$ cat config.mk
export PLATFORM = sky130hd
export DESIGN_NAME = mbox_req_engine
export DESIGN_NICKNAME = d
export VERILOG_FILES = /design/src/rtl/mbox_pkg.sv /design/src/rtl/mbox_frame_check.sv /design/src/rtl/mbox_offset_acc.sv /design/src/rtl/mbox_resp_mux.sv /design/src/rtl/mbox_req_engine.sv
export SDC_FILE = /design/constraint.sdc
export NUM_CORES = 1
export LEC_CHECK = 0
export BUFFER_PORTS_ARGS = -buffer_cell sky130_fd_sc_hd__buf_4
export CAP_MARGIN = 30
export CELL_PAD_IN_SITES_DETAIL_PLACEMENT = 2
export CELL_PAD_IN_SITES_GLOBAL_PLACEMENT = 2
export CORE_MARGIN = 2
export CORE_UTILIZATION = 24
export CTS_BUF_LIST = sky130_fd_sc_hd__clkbuf_8
export DETAILED_ROUTE_END_ITERATION = 7
export MAX_ROUTING_LAYER = met4
export PLACE_DENSITY = 0.69
export SYNTH_ARGS = -nofsm -noshare
export SYNTH_HDL_FRONTEND = slang
export SYNTH_SLANG_ARGS = --single-unit
$ cat constraint.sdc
create_clock -name clk -period 3.5 [get_ports clk]
set_input_delay 0.525 -clock clk [delete_from_list [all_inputs] [get_ports clk]]
set_output_delay 0.525 -clock clk [all_outputs]
set_load 0.01 [all_outputs]
$ cat src/rtl/mbox_pkg.sv
package mbox_pkg;
  localparam logic [15:0] OBJ_STAGE = 16'h000B;
  localparam logic [31:0] CMD_LOAD  = 32'h0000_0003;
  localparam logic [31:0] HDR_DW    = 32'd4;
  localparam logic [31:0] OFFS_END  = 32'hFFFF_FFFF;

  typedef enum logic [2:0] {ST_IDLE, ST_HDR, ST_PAY, ST_DRAIN, ST_RESP} eng_st_t;

  function automatic logic [31:0] hdr_word(input logic [15:0] vid);
    return {OBJ_STAGE, vid};
  endfunction

  function automatic logic [31:0] flag_word(input logic err, input logic done);
    if (err)       return 32'h4;
    else if (done) return 32'h1;
    else           return 32'h2;
  endfunction

  function automatic logic [31:0] offs_word(input logic [31:0] bytes, input logic [31:0] lim);
    return (bytes >= lim) ? OFFS_END : bytes;
  endfunction
endpackage

$ cat src/rtl/mbox_frame_check.sv
module mbox_frame_check
  import mbox_pkg::*;
#(
  parameter logic [15:0] VENDOR_ID = 16'h5A3C,
  parameter int          CNT_W     = 16
) (
  input  logic [1:0]       idx,
  input  logic [31:0]      word,
  input  logic [CNT_W-1:0] avail,
  output logic             bad
);
  always_comb begin
    unique case (idx)
      2'd0:    bad = (word != hdr_word(VENDOR_ID));
      2'd1:    bad = (word < HDR_DW) || (word > 32'(avail));
      2'd2:    bad = (word != CMD_LOAD);
      default: bad = (word != 32'd0);
    endcase
  end
endmodule

$ cat src/rtl/mbox_offset_acc.sv
module mbox_offset_acc
  import mbox_pkg::*;
#(
  parameter int IMG_BYTES = 64
) (
  input  logic        clk,
  input  logic        rst_n,
  input  logic        inc,
  output logic [31:0] offs,
  output logic        done
);
  localparam logic [31:0] LIM = 32'(IMG_BYTES);

  logic [31:0] bytes_q;

  assign done = (bytes_q >= LIM);
  assign offs = offs_word(bytes_q, LIM);

  always_ff @(posedge clk) begin
    if (!rst_n)           bytes_q <= '0;
    else if (inc && !done) bytes_q <= bytes_q + 32'd4;
  end
endmodule

$ cat src/rtl/mbox_resp_mux.sv
module mbox_resp_mux
  import mbox_pkg::*;
#(
  parameter logic [15:0] VENDOR_ID = 16'h5A3C
) (
  input  logic [1:0]  idx,
  input  logic        err,
  input  logic        done,
  input  logic [31:0] offs,
  output logic [31:0] word
);
  always_comb begin
    unique case (idx)
      2'd0:    word = hdr_word(VENDOR_ID);
      2'd1:    word = HDR_DW;
      2'd2:    word = offs;
      default: word = flag_word(err, done);
    endcase
  end
endmodule

$ cat src/rtl/mbox_req_engine.sv
module mbox_req_engine
  import mbox_pkg::*;
#(
  parameter logic [15:0] VENDOR_ID = 16'h5A3C,
  parameter int          IMG_BYTES = 64,
  parameter int          CNT_W     = 16
) (
  input  logic             clk,
  input  logic             rst_n,
  input  logic             go,
  input  logic [CNT_W-1:0] in_count,
  input  logic [31:0]      in_data,
  output logic             in_rd,
  output logic             pay_valid,
  input  logic             pay_ready,
  output logic [31:0]      pay_data,
  output logic             out_wr,
  output logic [31:0]      out_data,
  output logic             stat_ready,
  output logic             stat_error
);
  localparam logic [CNT_W-1:0] HDR_CNT = CNT_W'(4);
  localparam logic [CNT_W-1:0] ONE     = CNT_W'(1);

  eng_st_t          st_q;
  logic [1:0]       idx_q;
  logic [CNT_W-1:0] snap_q, left_q, plen_q;
  logic             err_q, ready_q, error_q;

  // named internal events
  logic        hdr_bad, pay_fire, resp_last, busy, acc_done;
  logic [31:0] acc_offs;

  assign busy      = (st_q != ST_IDLE);
  assign pay_fire  = (st_q == ST_PAY) && pay_ready;
  assign resp_last = (st_q == ST_RESP) && (idx_q == 2'd3);

  mbox_frame_check #(.VENDOR_ID(VENDOR_ID), .CNT_W(CNT_W)) u_chk_frame (
    .idx(idx_q), .word(in_data), .avail(snap_q), .bad(hdr_bad)
  );

  mbox_offset_acc #(.IMG_BYTES(IMG_BYTES)) u_offs (
    .clk(clk), .rst_n(rst_n), .inc(pay_fire), .offs(acc_offs), .done(acc_done)
  );

  mbox_resp_mux #(.VENDOR_ID(VENDOR_ID)) u_resp (
    .idx(idx_q), .err(err_q), .done(acc_done), .offs(acc_offs), .word(out_data)
  );

  assign in_rd      = (st_q == ST_HDR) || (st_q == ST_DRAIN) || pay_fire;
  assign pay_valid  = (st_q == ST_PAY);
  assign pay_data   = in_data;
  assign out_wr     = (st_q == ST_RESP);
  assign stat_ready = ready_q;
  assign stat_error = error_q;

  always_ff @(posedge clk) begin
    if (!rst_n) begin
      st_q    <= ST_IDLE;
      idx_q   <= '0;
      snap_q  <= '0;
      left_q  <= '0;
      plen_q  <= '0;
      err_q   <= 1'b0;
      ready_q <= 1'b0;
      error_q <= 1'b0;
    end else begin
      unique case (st_q)
        ST_IDLE: if (go) begin
          ready_q <= 1'b0;
          error_q <= 1'b0;
          snap_q  <= in_count;
          left_q  <= in_count;
          idx_q   <= '0;
          if (in_count < HDR_CNT) begin
            err_q <= 1'b1;
            st_q  <= (in_count == '0) ? ST_RESP : ST_DRAIN;
          end else begin
            err_q <= 1'b0;
            st_q  <= ST_HDR;
          end
        end
        ST_HDR: begin
          left_q <= left_q - ONE;
          if (hdr_bad) begin
            err_q <= 1'b1;
            idx_q <= '0;
            st_q  <= (left_q == ONE) ? ST_RESP : ST_DRAIN;
          end else begin
            idx_q <= idx_q + 2'd1;
            if (idx_q == 2'd1) plen_q <= CNT_W'(in_data) - HDR_CNT;
            if (idx_q == 2'd3) st_q <= (plen_q == '0) ? ST_RESP : ST_PAY;
          end
        end
        ST_PAY: if (pay_ready) begin
          left_q <= left_q - ONE;
          plen_q <= plen_q - ONE;
          if (plen_q == ONE) st_q <= ST_RESP;
        end
        ST_DRAIN: begin
          left_q <= left_q - ONE;
          if (left_q == ONE) st_q <= ST_RESP;
        end
        ST_RESP: begin
          idx_q <= idx_q + 2'd1;
          if (idx_q == 2'd3) begin
            st_q    <= ST_IDLE;
            ready_q <= 1'b1;
            error_q <= err_q;
          end
        end
        default: st_q <= ST_IDLE;
      endcase
    end
  end
endmodule

==> metrics.yaml <==
status: "completed"
final_cells: 1072
holdWs_ps: 394.8
p_sw_w: 0.001850
dr.first_iter.drc_count: 189
via_per_inst: 4.861
antennaDiodeCount: 0
synthesis.area_um2: 5426
die_y_um: 154.4
seqPwrFrac: 0.332
ys_types: 67
r2r_slack_ps: 650
endpoint_kind: "output port"
grt_start_max_net_pins: 54
cpMaxStageDelayCell: "or4_1"
arrival_ps: 2600
clk_path_buf_depth: 2
p_leak_nw: 2.643
period_share: 0.8932
drt-total-wl_mm: 18.27
dieWidth_um: 154.4
nFillCells: 2619
ys_seq_area_frac: 0.3173
cts.repair.resized: 0
syn-num-nets: 789
power_density_nw_per_um2: 633.5
dr.pass1.iters: 4
dieArea_um2: 23830
antenna_found_initial: 0
ys_ff_latch: 86
fin_crit_ps: 3126
grt_pass1_wl_mm: 29.68
max_cap_viol_count: 0
initial_core_util: 0.2419
grt_pass1_vias: 5412
crit_path_max_fanout: 24
clkLatencyLatePin_ps: 390
ir_drop_v: 0.0003170
final_cell_area_um2: 6576
post_cts_buffers: 0
multi_input_area_um2: 3173
area_growth_pct: 21.19
drive_gt1_frac: 0.2122
slew_violations: 0
rsz0062_at_grt: "no"
power.internal_w: 0.002317
hold_start: "in_count[10]"
gr-total-overflow: 0
hpwl_mm: 14.13
hold_depth: 3
seqCellArea_um2: 1722
fin_worst_skew_ps: 16.25
criticalPathCategory: "reg -> out"
r2r-end: "st_q[1]"
startpoint_type: "flop"
fin_tns_setup_ps: 0
worstPathRequired_ps: 2970
ant_nets: 0
drc: 0
synth_warnings: 0
clock_sinks: 86
syn_area_per_cell_um2: 7.664
ys.flop_type: "dfxtp_1"
finalSetupViolations: 0
cp_top_family: "simple AND/OR/NAND/NOR gates"
synthCells: 708
place_ws_ps: 490.8
cts_max_level: 3
synth_area_leaders: "dfxtp_1 32%, ha_1 6.7%, nand2_1 6.3%, a21oi_1 5.3%, buf_4 4.7%"
final_nets: 863
cp_common_cell: "buf_4"
post-place-cells: 1056
wl_per_cell_um: 17.04
numCtsBuffers: 9
max_freq_mhz: 319.9
grt_usage: 0.1602
cpPeakStageDelay_ps: 520
swShare: 0.4439
ff2ff_path_depth: 11
holdPathEnd: "snap_q[10]"
cts_root_buf: "clkbuf_8"
synth.top_cell.area_share: 0.3173
cts_hold_buffers: 0
gp_congestion: 0.7812
p_clk_frac: 0.180
hold_class: "in -> reg"
synthArstFlopShare: 0
cts_tree: "built"
relSlewSlack: 0.4572
hold_viol_final: 0
pin_count: 121
io_buffers: 120
vias: 5211
yosysTopAreaCell: "dfxtp_1"
timing.final.ws_setup_ps: 373.7
core_area_um2: 22430
worstMarginPinSlew_ps: 813.3
critical_path.cell_chain: "or4_1 -> nor4_1 -> nand4_1 -> buf_4 -> or2_2 -> and2_1 -> buf_4"
row_count: 55
synth-edff-count: 0
crit_buf_inv: 2
cts.clk_slew.worst_paths_ps: 100
combPwrFrac: 0.488
reg2reg_from: "idx_q[0]"
placed_cell_area_um2: 6379
[worst max-delay path by stage]
stage,start,end,cells past startpoint
finish,u_offs.bytes_q[12],out_data[17],7
global route,u_offs.bytes_q[12],out_data[17],7
CTS,u_offs.bytes_q[12],out_data[17],7
detailed placement,in_data[22],plen_q[10],10
global placement,in_data[22],plen_q[10],10
floorplan,in_data[14],plen_q[2],10
[layout make-up]
| cell class | count | area share |
|---|---|---|
| Inverter | 33 | 0.01884 |
| Multi-Input combinational cell | 520 | 0.4825 |
| Timing Repair Buffer | 132 | 0.1526 |
| Clock inverter | 7 | 0.01123 |
| Tap cell | 285 | 0.05422 |
| Clock buffer | 9 | 0.01884 |
| Sequential cell | 86 | 0.2618 |
[power groups by stage]
stage               combinational [W]  clock (W)  sequential [W]
detailed placement            0.00205          0         0.00141
floorplan                     0.00150          0         0.00130
global route                  0.00231   0.000814         0.00142
finish                        0.00203   0.000750         0.00138
global placement              0.00201          0         0.00140
CTS                           0.00207   0.000777         0.00138
[cell usage after synthesis (8+ instances only)]
| master | count |
|---|---|
| nand4_1 | 10 |
| a21boi_0 | 8 |
| a21oi_1 | 58 |
| nor2b_1 | 19 |
| xor2_1 | 9 |
| o21ai_0 | 35 |
| inv_1 | 32 |
| ha_1 | 29 |
| buf_4 | 34 |
| nor3_1 | 19 |
| dfxtp_1 | 86 |
| nor2_1 | 57 |
| nand3_1 | 18 |
| nor4_1 | 24 |
| nand2_1 | 91 |
| clkbuf_1 | 27 |
| and2_1 | 35 |
[state kept, by name, summed over array words and instances (netlist names)]
signal          cells
u_offs.bytes_q     30
left_q             16
plen_q             16
stat_ready          1
snap_q             16
err_q               1
stat_error          1
st_q                3
idx_q               2
[tightest hold or removal path: stages]
cell     delay [ps]
buf_4           120
nand2_1          50
a21oi_1          50
[layer usage]
layer,global-route usage,routed length (um)
met3,0.02214,270
met5,-,0
met2,0.2708,9129
met4,0.04233,222
met1,0.2019,8646
[cells in the final DEF, fill, tap and decap left out, types with 3 or more instances in the layout]
| cell | netlist | routed |
|---|---|---|
| a21boi_0 | 8 | 8 |
| mux2i_1 | 3 | 3 |
| nor4_1 | 24 | 24 |
| nand3_1 | 18 | 18 |
| buf_4 | 34 | 131 |
| and4_1 | 3 | 3 |
| nor2b_1 | 19 | 19 |
| ha_1 | 29 | 29 |
| xnor2_1 | 7 | 7 |
| o21ai_0 | 35 | 35 |
| nand4_1 | 10 | 10 |
| nand2b_1 | 5 | 5 |
| inv_1 | 32 | 33 |
| a32o_1 | 3 | 3 |
| dfxtp_1 | 86 | 86 |
| or2_2 | 3 | 3 |
| or3_1 | 5 | 5 |
| nor3_1 | 19 | 19 |
| a31o_2 | 6 | 6 |
| o31ai_1 | 5 | 5 |
| o21a_1 | 5 | 5 |
| nor2_1 | 57 | 57 |
| a211oi_1 | 6 | 6 |
| o22ai_1 | 7 | 7 |
| nand3b_1 | 3 | 3 |
| and2_1 | 35 | 35 |
| xor2_1 | 9 | 9 |
| nand2_1 | 91 | 91 |
| clkbuf_8 | 0 | 9 |
| a21oi_1 | 58 | 58 |
| a22oi_1 | 6 | 6 |
[stage by stage]
step | power, W | utilization
floorplan | 0.002803 | -
global placement | 0.003414 | 0.2843
detailed placement | 0.003461 | 0.2843
CTS | 0.004227 | 0.2931
global route | 0.004537 | 0.2931
finish | 0.004166 | 0.2931
[cells by family (layout without fill, tap and decap cells)]
family / after synthesis / count (layout) / synth area share
AND/OR/NAND/NOR: 308 / 308 / 0.2944
AO/OA/AOI/OAI: 164 / 164 / 0.1914
buffers and inverters: 102 / 181 / 0.09869
flip-flops: 86 / 86 / 0.3173
adder cells (fa/ha/maj): 29 / 29 / 0.06687
XOR/XNOR: 16 / 16 / 0.02583
multiplexers: 3 / 3 / 0.005534
No activity file was read; power rests on OpenSTA's default activity.
